==> src/rtl/dctimer_pkg.sv <==
package dctimer_pkg;
    typedef enum logic [2:0] {
        FLD_CFG, FLD_RELOAD, FLD_COUNT, FLD_WRAPS,
        FLD_STATUS, FLD_CLEAR, FLD_MASK, FLD_NONE
    } fld_e;

    typedef struct packed {
        logic ctrl;
        logic rev;
        logic chan;
        fld_e fld;
    } dec_t;

    function automatic fld_e fld_of(input logic [4:0] off);
        case (off)
            5'h00:   return FLD_CFG;
            5'h04:   return FLD_RELOAD;
            5'h08:   return FLD_COUNT;
            5'h0C:   return FLD_WRAPS;
            5'h10:   return FLD_STATUS;
            5'h14:   return FLD_CLEAR;
            5'h18:   return FLD_MASK;
            default: return FLD_NONE;
        endcase
    endfunction
endpackage

==> src/rtl/dctimer_decode.sv <==
module dctimer_decode
    import dctimer_pkg::*;
#(
    parameter int AW = 8,
    parameter int NCH = 4,
    localparam int GW = AW - 5
) (
    input  logic [AW-1:0]  addr,
    output dec_t           dec,
    output logic [NCH-1:0] sel
);
    logic [GW-1:0] grp;
    assign grp = addr[AW-1:5];

    always_comb begin
        dec      = '{ctrl: 1'b0, rev: 1'b0, chan: 1'b0, fld: FLD_NONE};
        sel      = '0;
        if (grp == '0) begin
            dec.ctrl = (addr[4:0] == 5'h00);
            dec.rev  = (addr[4:0] == 5'h10);
        end else begin
            for (int i = 0; i < NCH; i++) begin
                if (32'(grp) == i + 1) sel[i] = 1'b1;
            end
            dec.fld  = fld_of(addr[4:0]);
            dec.chan = (sel != '0) && (dec.fld != FLD_NONE);
        end
    end
endmodule

==> src/rtl/dctimer_chan.sv <==
module dctimer_chan
    import dctimer_pkg::*;
#(
    parameter int W = 32
) (
    input  logic         clk,
    input  logic         rst,
    input  logic         tick,
    input  logic         glb_en,
    input  logic         wr,
    input  logic         rd,
    input  fld_e         fld,
    input  logic [W-1:0] wdata,
    output logic         loc_en,
    output logic [W-1:0] reload,
    output logic [W-1:0] cnt,
    output logic [W-1:0] held,
    output logic [W-1:0] wraps,
    output logic         status,
    output logic         mask
);
    logic start, step, wrap, clr, snap;

    assign start = wr && fld == FLD_CFG && wdata[0] && !loc_en;
    assign step  = tick && glb_en && loc_en && !start;
    assign wrap  = step && cnt == '0;
    assign clr   = wr && fld == FLD_CLEAR && wdata[0];
    assign snap  = rd && fld == FLD_WRAPS;

    always_ff @(posedge clk) begin
        if (rst) begin
            loc_en <= 1'b0;
            reload <= '0;
            cnt    <= '0;
            held   <= '0;
            wraps  <= '0;
            status <= 1'b0;
            mask   <= 1'b0;
        end else begin
            if (wr && fld == FLD_CFG)    loc_en <= wdata[0];
            if (wr && fld == FLD_RELOAD) reload <= wdata;
            if (wr && fld == FLD_MASK)   mask   <= wdata[0];
            if (start)                   cnt <= reload;
            else if (wrap)               cnt <= reload;
            else if (step)               cnt <= cnt - 1'b1;
            if (start)                   wraps <= '0;
            else if (wrap)               wraps <= wraps + 1'b1;
            if (wrap)                    status <= 1'b1;
            else if (clr)                status <= 1'b0;
            if (snap)                    held <= cnt;
        end
    end

    AST_STEP_DOWN: assert property (@(posedge clk) disable iff (rst)
        (tick && glb_en && loc_en && !start && cnt != '0) |=> cnt == $past(cnt) - 1'b1);
    AST_IDLE_HOLD: assert property (@(posedge clk) disable iff (rst)
        (!(tick && glb_en && loc_en) && !start) |=> $stable(cnt));
    AST_WRAP_EVT: assert property (@(posedge clk) disable iff (rst)
        (tick && glb_en && loc_en && !start && cnt == '0) |=>
        (status && cnt == $past(reload) && wraps == $past(wraps) + 1'b1));
    AST_RESTART: assert property (@(posedge clk) disable iff (rst)
        start |=> (cnt == $past(reload) && wraps == '0));
    AST_SNAP_KEEP: assert property (@(posedge clk) disable iff (rst)
        !snap |=> $stable(held));
endmodule

==> src/rtl/dctimer_bank.sv <==
module dctimer_bank
    import dctimer_pkg::*;
#(
    parameter int          NCH = 4,
    parameter int          W = 32,
    parameter int          AW = 8,
    parameter logic [31:0] REVISION = 32'h0001_0200
) (
    input  logic           clk,
    input  logic           rst,
    input  logic           tick,
    input  logic           wr_en,
    input  logic           rd_en,
    input  logic [AW-1:0]  addr,
    input  logic [W-1:0]   wdata,
    output logic [W-1:0]   rdata,
    output logic [NCH-1:0] irq
);
    dec_t           dec;
    logic [NCH-1:0] sel;
    logic           glb_en;
    logic [NCH-1:0] loc_en, status, mask;
    logic [W-1:0]   reload [NCH];
    logic [W-1:0]   cnt    [NCH];
    logic [W-1:0]   held   [NCH];
    logic [W-1:0]   wraps  [NCH];
    logic [W-1:0]   rmux;

    dctimer_decode #(.AW(AW), .NCH(NCH)) u_dec (.addr(addr), .dec(dec), .sel(sel));

    always_ff @(posedge clk) begin
        if (rst) glb_en <= 1'b0;
        else if (wr_en && dec.ctrl) glb_en <= wdata[0];
    end

    for (genvar i = 0; i < NCH; i++) begin : g_ch
        dctimer_chan #(.W(W)) u_ch (
            .clk(clk), .rst(rst), .tick(tick), .glb_en(glb_en),
            .wr(wr_en && dec.chan && sel[i]), .rd(rd_en && dec.chan && sel[i]),
            .fld(dec.fld), .wdata(wdata),
            .loc_en(loc_en[i]), .reload(reload[i]), .cnt(cnt[i]), .held(held[i]),
            .wraps(wraps[i]), .status(status[i]), .mask(mask[i])
        );
        assign irq[i] = status[i] & mask[i];
    end

    always_comb begin
        rmux = '0;
        if (dec.ctrl) rmux = W'(glb_en);
        else if (dec.rev) rmux = W'(REVISION);
        else if (dec.chan) begin
            for (int i = 0; i < NCH; i++) begin
                if (sel[i]) begin
                    case (dec.fld)
                        FLD_CFG:    rmux = W'(loc_en[i]);
                        FLD_RELOAD: rmux = reload[i];
                        FLD_COUNT:  rmux = held[i];
                        FLD_WRAPS:  rmux = wraps[i];
                        FLD_STATUS: rmux = W'(status[i]);
                        FLD_MASK:   rmux = W'(mask[i]);
                        default:    rmux = '0;
                    endcase
                end
            end
        end
    end

    always_ff @(posedge clk) begin
        if (rst) rdata <= '0;
        else if (rd_en) rdata <= rmux;
    end

    AST_REV_READ: assert property (@(posedge clk) disable iff (rst)
        (rd_en && addr == AW'(8'h10)) |=> rdata == W'(REVISION));
    AST_RD_HOLD: assert property (@(posedge clk) disable iff (rst)
        !rd_en |=> $stable(rdata));
    AST_ONE_SEL: assert property (@(posedge clk) disable iff (rst)
        $onehot0(sel));
endmodule

==> config.mk <==
export PLATFORM = sky130hd
export DESIGN_NAME = dctimer_bank
export DESIGN_NICKNAME = d
export VERILOG_FILES = /design/src/rtl/dctimer_pkg.sv /design/src/rtl/dctimer_decode.sv /design/src/rtl/dctimer_chan.sv /design/src/rtl/dctimer_bank.sv
export SDC_FILE = /design/constraint.sdc
export NUM_CORES = 1
export LEC_CHECK = 0
export BUFFER_PORTS_ARGS = -buffer_cell sky130_fd_sc_hd__clkbuf_2
export CAP_MARGIN = 25
export CORE_MARGIN = 3
export CORE_UTILIZATION = 60
export CTS_CLUSTER_DIAMETER = 200
export DETAILED_ROUTE_END_ITERATION = 8
export PLACE_DENSITY = 0.77
export REMOVE_ABC_BUFFERS = 1
export SLEW_MARGIN = 25
export SYNTH_ARGS = -nofsm -noshare
export SYNTH_HDL_FRONTEND = slang
export SYNTH_HIERARCHICAL = 1
export SYNTH_SLANG_ARGS = --single-unit
==> constraint.sdc <==
create_clock -name clk -period 4.4 [get_ports clk]
set_clock_uncertainty 0.1 [all_clocks]
set_input_delay 0.88 -clock clk [delete_from_list [all_inputs] [get_ports clk]]
set_output_delay 0.88 -clock clk [all_outputs]
set_load 0.01 [all_outputs]
# ---- Word-level counts from Yosys, hierarchy flattened
# Index checks and enable logic that the tools add are counted.
dict set report word_totals {
  ff_bits 557
  inputBits 45
  output_inout_bits 36
  word_cells 188
}
dict set report op_classes {
  n_addsub 8
  eq_ne 17
  n_mux 44
  bitwise 4
  n_reduce_logical 85
}
# op n
set ops {}
lappend ops {{32-bit case mux with 6 select lines} 4}
lappend ops {{32-bit 2-to-1 mux} 19}
lappend ops {{32-bit by 1-bit adder with 32-bit output, second input constant} 4}
lappend ops {{32-bit logical NOT} 4}
lappend ops {{32-bit by 1-bit subtractor with 32-bit output, second input constant} 4}
lappend ops {{1-bit logical AND} 57}
lappend ops {{3-bit case mux with 7 select lines} 1}
lappend ops {{1-bit 2-to-1 mux} 16}
lappend ops {{5-bit equality test, second input constant} 3}
lappend ops {{3-bit by 2-bit equality test with 1-bit output, second input constant} 4}
lappend ops {{3-bit equality test, second input constant} 4}
lappend ops {{3-bit nonzero test} 4}
lappend ops {{5-bit by 4-bit equality test with 1-bit output, second input constant} 2}
lappend ops {{1-bit logical NOT} 8}
lappend ops {{4-bit 2-to-1 mux} 2}
lappend ops {{2-bit nonzero test} 4}
lappend ops {{2-bit OR reduction} 4}
lappend ops {{3-bit by 1-bit equality test with 1-bit output, second input constant} 2}
lappend ops {{3-bit logical NOT} 2}
lappend ops {{5-bit by 3-bit equality test with 1-bit output, second input constant} 1}
lappend ops {{5-bit logical NOT} 1}
lappend ops {{1-bit AND} 4}
lappend ops {{4-bit nonzero test} 1}
lappend ops {{3-bit 2-to-1 mux} 1}
lappend ops {{other kinds (2)} 2}

# ---- Longest topological paths before layout
dict set report logic_depth {
  ltp_word 16
  depth_mapped 11
  depth_no_buf 9
}

# ---- By module
# Netlist, hierarchy kept.
# mod instances cells_each area_per_inst_um2 seq_area_each_um2
set modules_own_cells {}
lappend modules_own_cells {{dctimer_chan (g_ch[1].u_ch ...)} 3 752 5994.5 2622.5}
lappend modules_own_cells {{dctimer_chan (g_ch[0].u_ch)} 1 774 6029.5 2622.5}
lappend modules_own_cells {dctimer_bank 1 593 4983.5 660.6}
lappend modules_own_cells {dctimer_decode 1 15 121.4 0.0}

# ---- Worst setup path after synthesis
# Ideal clock, no wire load.
dict set report synth_path {
  path_kind {input to register}
  from {input addr[1]}
  to {register g_ch[0].u_ch.cnt[23]}
  t_arrival_ns 3.250
  slack_ns 0.928
  cell_stages 7
  cell_sequence {or4_1 -> nor4b_1 -> and3b_2 -> or2_2 -> clkbuf_1 -> nor4b_1 -> a311o_1}
}
dict set report synth_via {
  elab_chain_cells 16
  word_cells_on_any_way 24
  cone_classes {7 x eq/ne; 5 x mux; 12 x reduce/logical}
}
# element line
set synth_rtl {}
lappend synth_rtl {{from (decl)} dctimer_bank.sv:14} ;# input logic [AW-1:0] addr,
lappend synth_rtl {{5-bit equality test (tied with other cells)} dctimer_pkg.sv:15} ;# case (off)
lappend synth_rtl {{3-bit case mux with 7 select lines *} dctimer_pkg.sv:15}
lappend synth_rtl {{3-bit 2-to-1 mux *} dctimer_decode.sv:18} ;# if (grp == '0) begin
lappend synth_rtl {{3-bit != test} dctimer_decode.sv:26} ;# dec.chan = (sel != '0) && (dec.fld != FLD_NONE);
lappend synth_rtl {{1-bit logical AND} dctimer_decode.sv:26}
lappend synth_rtl {{4-bit 2-to-1 mux *} dctimer_decode.sv:18}
lappend synth_rtl {{1-bit logical AND (2 in series)} dctimer_bank.sv:39} ;# .wr(wr_en && dec.chan && sel[i]), .rd(rd_en && dec.chan && sel[i]),
lappend synth_rtl {{1-bit logical AND * (3 in series)} dctimer_chan.sv:24} ;# assign start = wr && fld == FLD_CFG && wdata[0] && !loc_en;
lappend synth_rtl {{1-bit logical NOT} dctimer_chan.sv:25} ;# assign step = tick && glb_en && loc_en && !start;
lappend synth_rtl {{1-bit logical AND} dctimer_chan.sv:25}
lappend synth_rtl {{1-bit logical AND} dctimer_chan.sv:26} ;# assign wrap = step && cnt == '0;
lappend synth_rtl {{32-bit 2-to-1 mux} dctimer_chan.sv:44} ;# else if (wrap) cnt <= reload;
lappend synth_rtl {{32-bit 2-to-1 mux} dctimer_chan.sv:43} ;# if (start) cnt <= reload;
lappend synth_rtl {{to (signal assigned)} dctimer_chan.sv:43}
lappend synth_rtl {{to (signal assigned)} dctimer_chan.sv:44}
lappend synth_rtl {{to (signal assigned)} dctimer_chan.sv:45} ;# else if (step) cnt <= cnt - 1'b1;
lappend synth_rtl {{to (decl)} dctimer_chan.sv:16} ;# output logic [W-1:0] cnt,
# Every way passes the cells marked *; elsewhere a longest branch is shown, timed or not. The select of a mux whose other input is x is not followed.
# A chain may end at the register's enable or synchronous reset.

==> metrics.txt <==
# TYPE chip_impl_metric gauge
chip_impl_metric{name="drtIter0Drc",unit=""} 3927
chip_impl_metric{name="die-width",unit="microns"} 226
chip_impl_metric{name="layout.filler_cells",unit=""} 4065
chip_impl_metric{name="synthesis.yosys.warnings",unit=""} 6
chip_impl_metric{name="post-dp-hpwl",unit="mm"} 80.0
chip_impl_metric{name="final_max_slew_viol_count",unit=""} 0
chip_impl_metric{name="post_cts_resize_count",unit=""} 0
chip_impl_metric{name="yosysSeqAreaShare",unit="%"} 38.3
chip_impl_info{name="timing.critical_path.from_type",value="input port"} 1
chip_impl_metric{name="clock_latency",unit="ns"} 0.64
chip_impl_metric{name="slew-limit-headroom",unit="%"} 31.9
chip_impl_metric{name="tightest_slew",unit="ns"} 1.02
chip_impl_metric{name="grt_pass1_wl",unit="mm"} 166
chip_impl_metric{name="cts_max_path_buffers",unit=""} 3
chip_impl_metric{name="required_worst_endpoint",unit="ns"} 4.80
chip_impl_metric{name="gp_congestion",unit=""} 1.03
chip_impl_metric{name="drive_gt1_share",unit="%"} 12.5
chip_impl_metric{name="die_height",unit="microns"} 226
chip_impl_info{name="cp-end-kind",value="flip-flop"} 1
chip_impl_metric{name="detail_route.vias_per_cell",unit=""} 6.89
chip_impl_metric{name="grt_start_max_net_pins",unit=""} 114
chip_impl_metric{name="cts.repair_timing.setup_buffer_count",unit=""} 0
chip_impl_metric{name="drcViolationCount",unit=""} 0
chip_impl_metric{name="async_reset_ff_share",unit="%"} 0
chip_impl_metric{name="number_of_enable_flip_flop_cells_after_synthesis",unit=""} 0
chip_impl_metric{name="post_drt_wl_per_cell",unit="microns"} 26.1
chip_impl_info{name="crit_path_cell_trace",value="clkbuf_2, or3_4, and3_1, buf_4, and3_1, nor4b_1, buf_4, and2_0, nor2_2, nor2_1, a2111oi_0"} 1
chip_impl_metric{name="initial_antenna_violation_count",unit=""} 0
chip_impl_metric{name="clock-sinks",unit=""} 557
chip_impl_metric{name="number_of_instances_in_the_synthesized_netlist",unit=""} 3638
chip_impl_info{name="ctsRootBufferMaster",value="clkbuf_16"} 1
chip_impl_metric{name="worst-path-max-fanout",unit=""} 19
chip_impl_metric{name="core_region_area",unit="sq um"} 47800
chip_impl_metric{name="ys_seq_elements",unit=""} 557
chip_impl_metric{name="cts-buffers-inserted",unit=""} 59
chip_impl_metric{name="cap_viol_max_count",unit=""} 0
chip_impl_metric{name="power_leakage",unit="uW"} 0.0114
chip_impl_metric{name="cp_data_arrival_time",unit="ns"} 3.86
chip_impl_info{name="synth.area.top_cells",value="dfxtp_1 (38%), nand2_1 (9.6%), a21oi_1 (7.1%)"} 1
chip_impl_metric{name="detailed_place.area",unit="sq um"} 30000
chip_impl_metric{name="finalHoldViolCount",unit=""} 0
chip_impl_info{name="rsz0062_at_grt",value="false"} 1
chip_impl_metric{name="die-area",unit="sq um"} 51200
chip_impl_metric{name="syn2layout_area_growth",unit="%"} 9.70
chip_impl_info{name="synth_top_area_cell",value="dfxtp_1"} 1
chip_impl_info{name="primary_flip_flop_cell_chosen_by_synthesis_mapping",value="dfxtp_1"} 1
chip_impl_metric{name="average_cell_area_after_synthesis",unit="sq um"} 8.00
chip_impl_metric{name="ant_nets",unit=""} 0
chip_impl_metric{name="grtUsageTotal",unit="%"} 42.3
chip_impl_metric{name="cts_hold_repair.buffers",unit=""} 0
chip_impl_metric{name="synth.top_cell.area_share",unit="%"} 38.3
chip_impl_metric{name="wl",unit="mm"} 112
chip_impl_metric{name="firstDrtPassIters",unit=""} 7
chip_impl_metric{name="clock.fmax",unit="GHz"} 0.289
chip_impl_info{name="tritoncts",value="built"} 1
chip_impl_metric{name="fin_crit_sh",unit="%"} 78.6
chip_impl_metric{name="finalCoreUtilization",unit="%"} 66.8
chip_impl_metric{name="nNetsFinal",unit=""} 3664
chip_impl_metric{name="worst_setup_hold_path_clk_slew",unit="ns"} 0.06
chip_impl_metric{name="post_route_cell_area",unit="sq um"} 31900
chip_impl_metric{name="port_buffer_count",unit=""} 80
chip_impl_metric{name="htree_levels",unit=""} 2
chip_impl_info{name="timing.critical_path.slowest_stage_cell",value="nor2_2"} 1
chip_impl_metric{name="max_stage_delay",unit="ns"} 0.81
chip_impl_metric{name="vias",unit=""} 29500
chip_impl_metric{name="grt_overflow_total",unit=""} 0
chip_impl_metric{name="grt_pass1_vias",unit=""} 26600
chip_impl_metric{name="multiInputGateArea",unit="sq um"} 16600
chip_impl_info{name="hp-class",value="reg2reg"} 1
chip_impl_metric{name="report.final.setup_viol",unit=""} 0
chip_impl_metric{name="layout.area.seq",unit="sq um"} 11200
chip_impl_metric{name="num_rows",unit=""} 80
chip_impl_info{name="outcome",value="finished, final reports clean"} 1
chip_impl_metric{name="synth.distinct_cells",unit=""} 88
chip_impl_metric{name="initial_core_util",unit="%"} 60.9
chip_impl_metric{name="cellPowerDensity",unit="nW/um^2"} 331
chip_impl_info{name="timing_worst_setup_path_type",value="in2reg"} 1
chip_impl_metric{name="period_needed",unit="ns"} 3.46
chip_impl_metric{name="vdd.ir_drop.worst",unit="mV"} 0.354
chip_impl_metric{name="syn-cell-area",unit="sq um"} 29100
chip_impl_metric{name="io_pins",unit=""} 81
## layout make-up
class                      count  area share, %
clock inverter                30          0.874
timing repair buffer         182           4.02
clock buffer                  79           5.30
antenna                        1        0.00783
sequential                   557           34.9
multi-input combinational   2779           52.1
tap                          615           2.41
inverter                      32          0.376
## cells in the mapped netlist (41+ instances only)
cell type	count
nand2_1	741
dfxtp_1	557
a21oi_1	414
nor2_1	239
clkbuf_1	189
nand3_1	147
a22oi_1	91
mux2_2	85
o21ai_0	65
xor2_1	63
a31oi_1	60
nand4_1	58
mux2i_1	56
and3_1	50
buf_2	48
nor4_1	47
or3_1	41
## stage by stage
stage	hold slack (ns)	power [uW]	std cells	TNS (ns)	setup WS [ns]
2_1_floorplan	0.325	5300	3368	-1300.18	-2.99
5_1_grt	0.369	10800	4274	0	0.758
3_3_place_gp	0.339	5540	4164	-0.192	-0.0967
4_1_cts	0.350	10600	4274	0	0.970
6_report	0.348	10600	4275	0	0.940
3_5_place_dp	0.342	5540	4165	0	0.292
## cell usage in the layout (no fill, tap or decap), types with 61 or more instances in the layout
master     count
clkbuf_2      79
clkbuf_16     61
nor2_1       237
o21ai_0       65
nand2_1      741
dfxtp_1      557
a21oi_1      414
buf_4         93
xor2_1        63
a22oi_1       91
mux2_2        85
nand3_1      147
## worst max-delay path: cells and delay by family
kind	cells	cell delay (ns)
buffers and inverters	3	0.49
and+or+nand+nor	7	2.05
AOI/OAI and AO/OA	1	0.44
## flip-flops by register name, summed over array words and instances, names as in the netlist
signal            flops
g_ch.u_ch/status      4
g_ch.u_ch/wraps     128
g_ch.u_ch/held      128
g_ch.u_ch/cnt       128
rdata                32
g_ch.u_ch/mask        4
glb_en                1
g_ch.u_ch/reload    128
g_ch.u_ch/loc_en      4
## metal layers
layer  share of wire (%)  up-vias  global-route usage, %
met3                  13      322                   10.9
met5                   0        -                      0
met2                  42     1880                   62.8
li1                    -    13200                      -
met1                  40    14100                   57.7
met4                 5.5        0                   19.6
## report_power, final
group          internal, uW  switching [uW]
sequential             5040           0.870
combinational          96.6             312
clock                  2930            2190
total                  8070            2500
## path summary, 6_finish.rpt
kind	start	end	slack, ns	cells after the start
setup / recovery	addr[6]	g_ch[3].u_ch/cnt[1]	0.94	11
hold / removal	g_ch[0].u_ch/held[20]	g_ch[0].u_ch/held[20]	0.35	2
setup reg to reg	g_ch[0].u_ch/cnt[15]	g_ch[0].u_ch/wraps[17]	1.08	6
hold reg to reg	g_ch[0].u_ch/held[20]	g_ch[0].u_ch/held[20]	0.35	2
## kinds of logic (layout without fill, tap and decap cells)
group | Yosys count | after routing | share of synthesized area, %
and+or+nand+nor | 1597 | 1597 | 27.5
buffers and inverters | 302 | 323 | 4.77
DFF | 557 | 557 | 38.3
AOI/OAI and AO/OA | 923 | 923 | 20.4
muxes | 165 | 165 | 6.19
other | 0 | 1 | 0
xor gates and xnor gates | 86 | 86 | 2.59
adders and majority gates | 8 | 8 | 0.344
No activity file was read; power rests on OpenSTA's default activity.
